**config.mk**
```make
export PLATFORM = sky130hd
export DESIGN_NAME = half_to_single_expander
export DESIGN_NICKNAME = d
export VERILOG_FILES = /design/src/rtl/hsx_pkg.sv /design/src/rtl/hsx_classify.sv /design/src/rtl/hsx_lzc.sv /design/src/rtl/hsx_assemble.sv /design/src/rtl/half_to_single_expander.sv
export SDC_FILE = /design/constraint.sdc
export NUM_CORES = 1
export LEC_CHECK = 0
export BUFFER_PORTS_ARGS = -buffer_cell sky130_fd_sc_hd__buf_2
export CAP_MARGIN = 20
export CORE_AREA = 5 5 79 81
export CTS_BUF_LIST = sky130_fd_sc_hd__clkbuf_4
export DETAILED_ROUTE_END_ITERATION = 10
export DIE_AREA = 0 0 84 86
export GPL_ROUTABILITY_DRIVEN = 0
export GPL_TIMING_DRIVEN = 0
export SYNTH_ARGS = -nofsm -noshare
export SYNTH_HDL_FRONTEND = slang
export SYNTH_SLANG_ARGS = --single-unit
```
**constraint.sdc**
```tcl
create_clock -name clk -period 2.3 [get_ports clk]
set_input_delay 0.345 -clock clk [delete_from_list [all_inputs] [get_ports clk]]
set_output_delay 0.345 -clock clk [all_outputs]
set_load 0.01 [all_outputs]
```
**src/rtl/hsx_pkg.sv**
```systemverilog
package hsx_pkg;

    localparam int H_EXP_W  = 5;
    localparam int H_FRAC_W = 10;
    localparam int S_EXP_W  = 8;
    localparam int S_FRAC_W = 23;

    typedef enum logic [2:0] {
        CLS_ZERO,
        CLS_SUB,
        CLS_NORM,
        CLS_INF,
        CLS_NAN
    } fp_class_e;

    typedef enum logic {
        ST_EMPTY,
        ST_FULL
    } hold_state_e;

endpackage

```
**src/rtl/hsx_classify.sv**
```systemverilog
module hsx_classify
    import hsx_pkg::*;
#(
    parameter int EXP_W  = H_EXP_W,
    parameter int FRAC_W = H_FRAC_W
) (
    input  logic [EXP_W-1:0]  exp_field,
    input  logic [FRAC_W-1:0] frac_field,
    output fp_class_e         cls
);
    logic exp_all_zero;
    logic exp_all_one;
    logic frac_zero;

    assign exp_all_zero = (exp_field == '0);
    assign exp_all_one  = (exp_field == '1);
    assign frac_zero    = (frac_field == '0);

    always_comb begin
        if (exp_all_zero) begin
            cls = frac_zero ? CLS_ZERO : CLS_SUB;
        end else if (exp_all_one) begin
            cls = frac_zero ? CLS_INF : CLS_NAN;
        end else begin
            cls = CLS_NORM;
        end
    end

endmodule

```
**src/rtl/hsx_lzc.sv**
```systemverilog
module hsx_lzc #(
    parameter int WIDTH = 10,
    localparam int CNT_W = $clog2(WIDTH + 1)
) (
    input  logic [WIDTH-1:0] vec,
    output logic [CNT_W-1:0] count
);
    // Prefix OR from the top: above[i] is set when any bit above i is set.
    logic [WIDTH-1:0] above;

    assign above[WIDTH-1] = 1'b0;

    genvar g;
    generate
        for (g = WIDTH - 2; g >= 0; g--) begin : g_prefix
            assign above[g] = above[g+1] | vec[g+1];
        end
    endgenerate

    // The leading-zero count equals the number of positions with nothing set
    // at or above them.
    always_comb begin
        count = '0;
        for (int i = 0; i < WIDTH; i++) begin
            if (!(above[i] | vec[i])) begin
                count = count + 1'b1;
            end
        end
    end

endmodule

```
**src/rtl/hsx_assemble.sv**
```systemverilog
module hsx_assemble
    import hsx_pkg::*;
#(
    parameter int HE = H_EXP_W,
    parameter int HF = H_FRAC_W,
    parameter int SE = S_EXP_W,
    parameter int SF = S_FRAC_W,
    localparam int H_BIAS     = (1 << (HE - 1)) - 1,
    localparam int S_BIAS     = (1 << (SE - 1)) - 1,
    localparam int BIAS_DIFF  = S_BIAS - H_BIAS,
    localparam int FRAC_SHIFT = SF - HF,
    localparam int CNT_W      = $clog2(HF + 1),
    localparam int SW         = 1 + SE + SF
) (
    input  logic              sign,
    input  logic [HE-1:0]     exp_field,
    input  logic [HF-1:0]     frac_field,
    input  fp_class_e         cls,
    input  logic              flush,
    input  logic [CNT_W-1:0]  lz,
    output logic [SW-1:0]     word
);
    logic [SE-1:0]  norm_exp;
    logic [SE-1:0]  sub_exp;
    logic [HF:0]    sub_wide;
    logic [HF-1:0]  sub_frac;
    logic [SF-1:0]  nan_frac;

    // Rebias a normal exponent.
    assign norm_exp = SE'(BIAS_DIFF) + SE'(exp_field);

    // Subnormal: shift the fraction left by lz+1 so its leading one drops
    // out as the hidden bit, and lower the exponent to match.
    assign sub_wide = {frac_field, 1'b0} << lz;
    assign sub_frac = sub_wide[HF-1:0];
    assign sub_exp  = SE'(BIAS_DIFF) - SE'(lz);

    // NaN: keep the payload in the upper fraction bits and force the quiet bit.
    always_comb begin
        nan_frac         = {frac_field, FRAC_SHIFT'(0)};
        nan_frac[SF-1]   = 1'b1;
    end

    always_comb begin
        unique case (cls)
            CLS_ZERO: word = {sign, {(SW-1){1'b0}}};
            CLS_SUB: begin
                if (flush) begin
                    word = {sign, {(SW-1){1'b0}}};
                end else begin
                    word = {sign, sub_exp, sub_frac, FRAC_SHIFT'(0)};
                end
            end
            CLS_NORM: word = {sign, norm_exp, frac_field, FRAC_SHIFT'(0)};
            CLS_INF:  word = {sign, {SE{1'b1}}, {SF{1'b0}}};
            CLS_NAN:  word = {sign, {SE{1'b1}}, nan_frac};
            default:  word = '0;
        endcase
    end

endmodule

```
**src/rtl/half_to_single_expander.sv**
```systemverilog
module half_to_single_expander
    import hsx_pkg::*;
#(
    parameter int HE = H_EXP_W,
    parameter int HF = H_FRAC_W,
    parameter int SE = S_EXP_W,
    parameter int SF = S_FRAC_W,
    localparam int HW    = 1 + HE + HF,
    localparam int SW    = 1 + SE + SF,
    localparam int CNT_W = $clog2(HF + 1)
) (
    input  logic          clk,
    input  logic          rst_n,
    input  logic          src_valid,
    output logic          src_ready,
    input  logic [HW-1:0] src_half,
    input  logic          flush_sub,
    output logic          res_valid,
    input  logic          res_ready,
    output logic [SW-1:0] res_word
);
    hold_state_e   state_q;
    hold_state_e   state_d;
    logic          accept;
    logic          taken;
    logic [SW-1:0] word_q;
    logic [SW-1:0] conv_word;
    fp_class_e     cls;
    logic [CNT_W-1:0] lz;

    // ---------------- datapath ----------------
    hsx_classify #(.EXP_W(HE), .FRAC_W(HF)) u_cls (
        .exp_field  (src_half[HW-2 -: HE]),
        .frac_field (src_half[HF-1:0]),
        .cls        (cls)
    );

    hsx_lzc #(.WIDTH(HF)) u_lzc (
        .vec   (src_half[HF-1:0]),
        .count (lz)
    );

    hsx_assemble #(.HE(HE), .HF(HF), .SE(SE), .SF(SF)) u_asm (
        .sign       (src_half[HW-1]),
        .exp_field  (src_half[HW-2 -: HE]),
        .frac_field (src_half[HF-1:0]),
        .cls        (cls),
        .flush      (flush_sub),
        .lz         (lz),
        .word       (conv_word)
    );

    // ---------------- state register ----------------
    always_ff @(posedge clk or negedge rst_n) begin
        if (!rst_n) begin
            state_q <= ST_EMPTY;
        end else begin
            state_q <= state_d;
        end
    end

    // ---------------- next state ----------------
    always_comb begin
        state_d = state_q;
        unique case (state_q)
            ST_EMPTY: if (accept) state_d = ST_FULL;            // T_LOAD
            ST_FULL: begin
                if (taken && !accept) state_d = ST_EMPTY;       // T_DRAIN
                else                  state_d = ST_FULL;        // T_REFILL / T_STALL
            end
            default: state_d = ST_EMPTY;
        endcase
    end

    // ---------------- outputs ----------------
    always_comb begin
        res_valid = 1'b0;
        src_ready = 1'b1;
        unique case (state_q)
            ST_EMPTY: begin
                res_valid = 1'b0;
                src_ready = 1'b1;
            end
            ST_FULL: begin
                res_valid = 1'b1;
                src_ready = res_ready;
            end
            default: begin
                res_valid = 1'b0;
                src_ready = 1'b1;
            end
        endcase
    end

    assign accept   = src_valid && src_ready;
    assign taken    = res_valid && res_ready;
    assign res_word = word_q;

    always_ff @(posedge clk or negedge rst_n) begin
        if (!rst_n) begin
            word_q <= '0;
        end else if (accept) begin
            word_q <= conv_word;
        end
    end

    // ---------------- assertions ----------------
    p_accept_fills_r2: assert property (@(posedge clk) disable iff (!rst_n)
        accept |=> res_valid);

    p_hold_stable_r3: assert property (@(posedge clk) disable iff (!rst_n)
        (res_valid && !res_ready) |=> (res_valid && $stable(res_word)));

    p_backpressure_r4: assert property (@(posedge clk) disable iff (!rst_n)
        (res_valid && !res_ready) |-> !src_ready);

    p_nan_quiet_r8: assert property (@(posedge clk) disable iff (!rst_n)
        (res_valid && (res_word[SW-2 -: SE] == '1) && (res_word[SF-1:0] != '0))
            |-> res_word[SF-1]);

    p_no_sub_out_r9: assert property (@(posedge clk) disable iff (!rst_n)
        (res_valid && (res_word[SW-2 -: SE] == '0)) |-> (res_word[SF-1:0] == '0));

endmodule

```
==> summary.md <==
| Metric | Value |
|---|---|
| Final setup margin | `-3.22 ns` |
| Hold WS | `between 0.2 and 0.25 ns` |
| Clock slew at reported path FFs | `0.11 ns` |
| Rows | `27` |
| Chip width | `84 um` |
| Drt wl/cell | `14.5 um` |
| Final WL | `around 6.6 mm` |
| Max-Cap Viols | `0` |
| TritonCTS clock tree | `done` |
| Most common cell in the netlist | `nand2_1` |
| LEAKAGE | `about 1.5 nW` |
| Post-DP HPWL | `between 4 and 5 mm` |
| I/O pin cnt | `55` |
| Layout area overhead | `44.7%` |
| Post-Synthesis Cells | `295` |
| Final min period | `5.52 ns` |
| Worst min path class | `input pin to flop` |
| Core area | `5410 um2` |
| Critical Path AT | `5.76 ns` |
| Top cells by area, synth | `dfrtp_1 (21%), mux2i_1 (7.2%), nand2_1 (6.4%)` |
| Design area | `3240 um2` |
| Hold Violations, Final | `0` |
| FF+latch area | `475 um2` |
| Mapped Avg Cell Area | `7.58 um2` |
| Pwr Density | `~300 nW/um2` |
| Die H | `86 um` |
| Sink Count | `19` |
| Post-synth EDFFs | `0` |
| TNS Setup | `-40.37 ns` |
| GRT overflow | `0` |
| Status | `complete, but fails checks` |
| # fillers | `534` |
| Synth Register Bits | `19` |
| Req. time, crit path | `about 2.5 ns` |
| Tightest Pin Transition | `around 0.50 ns` |
| Max_slew headroom | `0.665` |
| Final Total Pwr | `962 uW` |
| Initial antenna violation count | `0` |
| RSZ-0062 raised after global routing | `true` |
| Initial core utilization | `0.414` |
| First-pass GRT wire length | `11.0 mm` |
| CP Max Fanout | `6` |
| Via density | `5.40` |
| Post-synth top area cell | `dfrtp_1` |
| Max Root-Sink Buffers | `2` |
| Die area | `7220 um2` |
| Worst skew pair latency | `0.30 ns` |
| Starting DRT DRC Count | `approximately 110` |
| Final setup fails | `13` |
| Kind of critical path | `input pin to flop` |
| Pin count of the biggest net entering global routing | `20` |
| Worst setup EP type | `flop` |
| CP most frequent cell | `ha_4` |
| Tcrit/Tclk final | `2.40` |
| Via Count | `approximately 2500` |
| TritonRoute pass-1 iters | `4` |
| Ant. Diodes | `0` |
| Yosys warning count | `0` |
| Slew Limit Fails | `0` |
| Sequential fraction of the synthesis area | `0.213` |
| Vias in the first global route | `between 2000 and 2500` |
| Post-route ant nets | `0` |
| Drc violations | `0` |
| Post-synth top flop | `dfrtp_1` |
| Total GRT Usage | `0.180` |
| Setup crit start kind | `input pin` |
| Slowest CP cell | `or4_4` |
| Layout cell share with drive strength beyond 1 | `0.431` |
| Number of CTS-inserted buffers | `3` |
| PortBufs | `40` |
| Ys async rst share | `1.00` |
| Setup Skew | `0.00629 ns` |
| Synth cell types | `61` |
| Clk root buf | `clkbuf_4` |
| Synth Cell Area | `2240 um2` |
| Top post-synthesis cells by count | `nand2_1 (38), nor2_1 (27), a21oi_1 (19), dfrtp_1 (19), mux2i_1 (16)` |
| Reg-to-reg slack, setup | `just over 0.6 ns` |
| Max Freq | `between 0.15 and 0.2 GHz` |
| Failing checks | `negative setup slack` |
| Largest stage delay, worst path | `between 0.5 and 0.6 ns` |
| Area post-placement | `roughly 2700 um2` |
| Nets | `414` |
| Area share of the largest cell type after synthesis | `0.213` |
| H-tree depth | `1` |
| Area occupied by multi-input gates | `1890 um2` |
| Worst vdd ir | `0.241 mV` |
[cells by family (layout without fill, tap and decap cells)]
family / Yosys count / in the layout / share of synthesized area
multiplexers: 21 / 21 / 0.0996
buffers and inverters: 43 / 119 / 0.104
adder cells (fa/ha/maj): 9 / 9 / 0.0504
other: 1 / 13 / 0.00168
AND/OR/NAND/NOR: 131 / 131 / 0.299
XOR/XNOR: 8 / 8 / 0.0409
AO/OA/AOI/OAI: 63 / 63 / 0.192
flip-flops: 19 / 19 / 0.213
[stage by stage]
stage	worst slack, ns	instances	util
after global routing	-3.44	455	0.599
final	-3.22	455	0.599
after global placement	-4.25	419	0.504
after CTS	-3.16	445	0.569
after floorplan	-3.61	307	-
after detailed placement	-4.25	419	0.504
[where the power goes]
group          internal (mW)  switching, mW
logic                  0.171          0.218
clock network         0.0649          0.108
registers              0.378         0.0222
[cells in the final DEF, fill, tap and decap left out, drive strengths merged, types with 4 or more instances in the layout]
| master | Yosys | layout |
|---|---|---|
| and2 | 4 | 4 |
| a31oi | 5 | 5 |
| dfrtp | 19 | 19 |
| nand3 | 10 | 10 |
| nor3 | 14 | 14 |
| xnor2 | 6 | 6 |
| nand2b | 5 | 5 |
| nor4 | 5 | 5 |
| inv | 12 | 12 |
| or3 | 9 | 9 |
| nand2 | 38 | 38 |
| mux2 | 4 | 4 |
| ha | 9 | 9 |
| o22a | 5 | 5 |
| clkbuf | 11 | 13 |
| o21ai | 13 | 13 |
| nor2b | 5 | 5 |
| mux2i | 17 | 17 |
| conb | 1 | 13 |
| buf | 19 | 91 |
| and3 | 6 | 6 |
| a21oi | 19 | 19 |
| nor2 | 27 | 27 |
[final cells by class]
class                   count  area share
flip-flops and latches     19       0.147
clock inverters             1     0.00155
well taps                  72      0.0278
inverters                  13      0.0182
multi-input cells         245       0.583
plain buffers              28      0.0588
clock buffers               3     0.00696
repair buffers             74       0.157
[repair_timing]
item,CTS,global route
buffers inserted,21,10
endpoints found under the setup margin,14,14
gates resized for setup,36,26
pin swaps,26,9
gates cloned,2,0
hold buffers,1,0
hold endpoints to repair,19,0
[state kept, by name, indices dropped and copies added, names as in the netlist]
register / flops
res_word: 18
state_q: 1
[path summary, 6_finish.rpt]
check,depth (start not counted),to,start
min in group asynchronous,2,res_word[31]$_DFFE_PN0P_,rst_n
min reg2reg,2,res_word[23]$_DFFE_PN0P_,res_word[23]$_DFFE_PN0P_
max in group asynchronous,2,res_word[27]$_DFFE_PN0P_,rst_n
max,30,res_word[21]$_DFFE_PN0P_,src_half[6]
max reg2reg,6,res_word[22]$_DFFE_PN0P_,state_q$_DFF_PN0_
min,3,res_word[31]$_DFFE_PN0P_,src_half[15]
[per-layer routing]
metal	GRT usage	vias to the layer above	share of wire
met4	0.0249	0	0.0039
met1	0.253	1178	0.47
met5	0	-	0
met3	0.0375	4	0.059
li1	-	1207	-
met2	0.294	67	0.47
[critical path, delay by kind of cell]
kind	cells	cell delay (ns)
simple gates	13	2.42
buf+inv	5	0.37
mux	3	0.49
compound gates	1	0.13
fa+ha+maj	8	2.01
No activity file was read; power rests on OpenSTA's default activity.
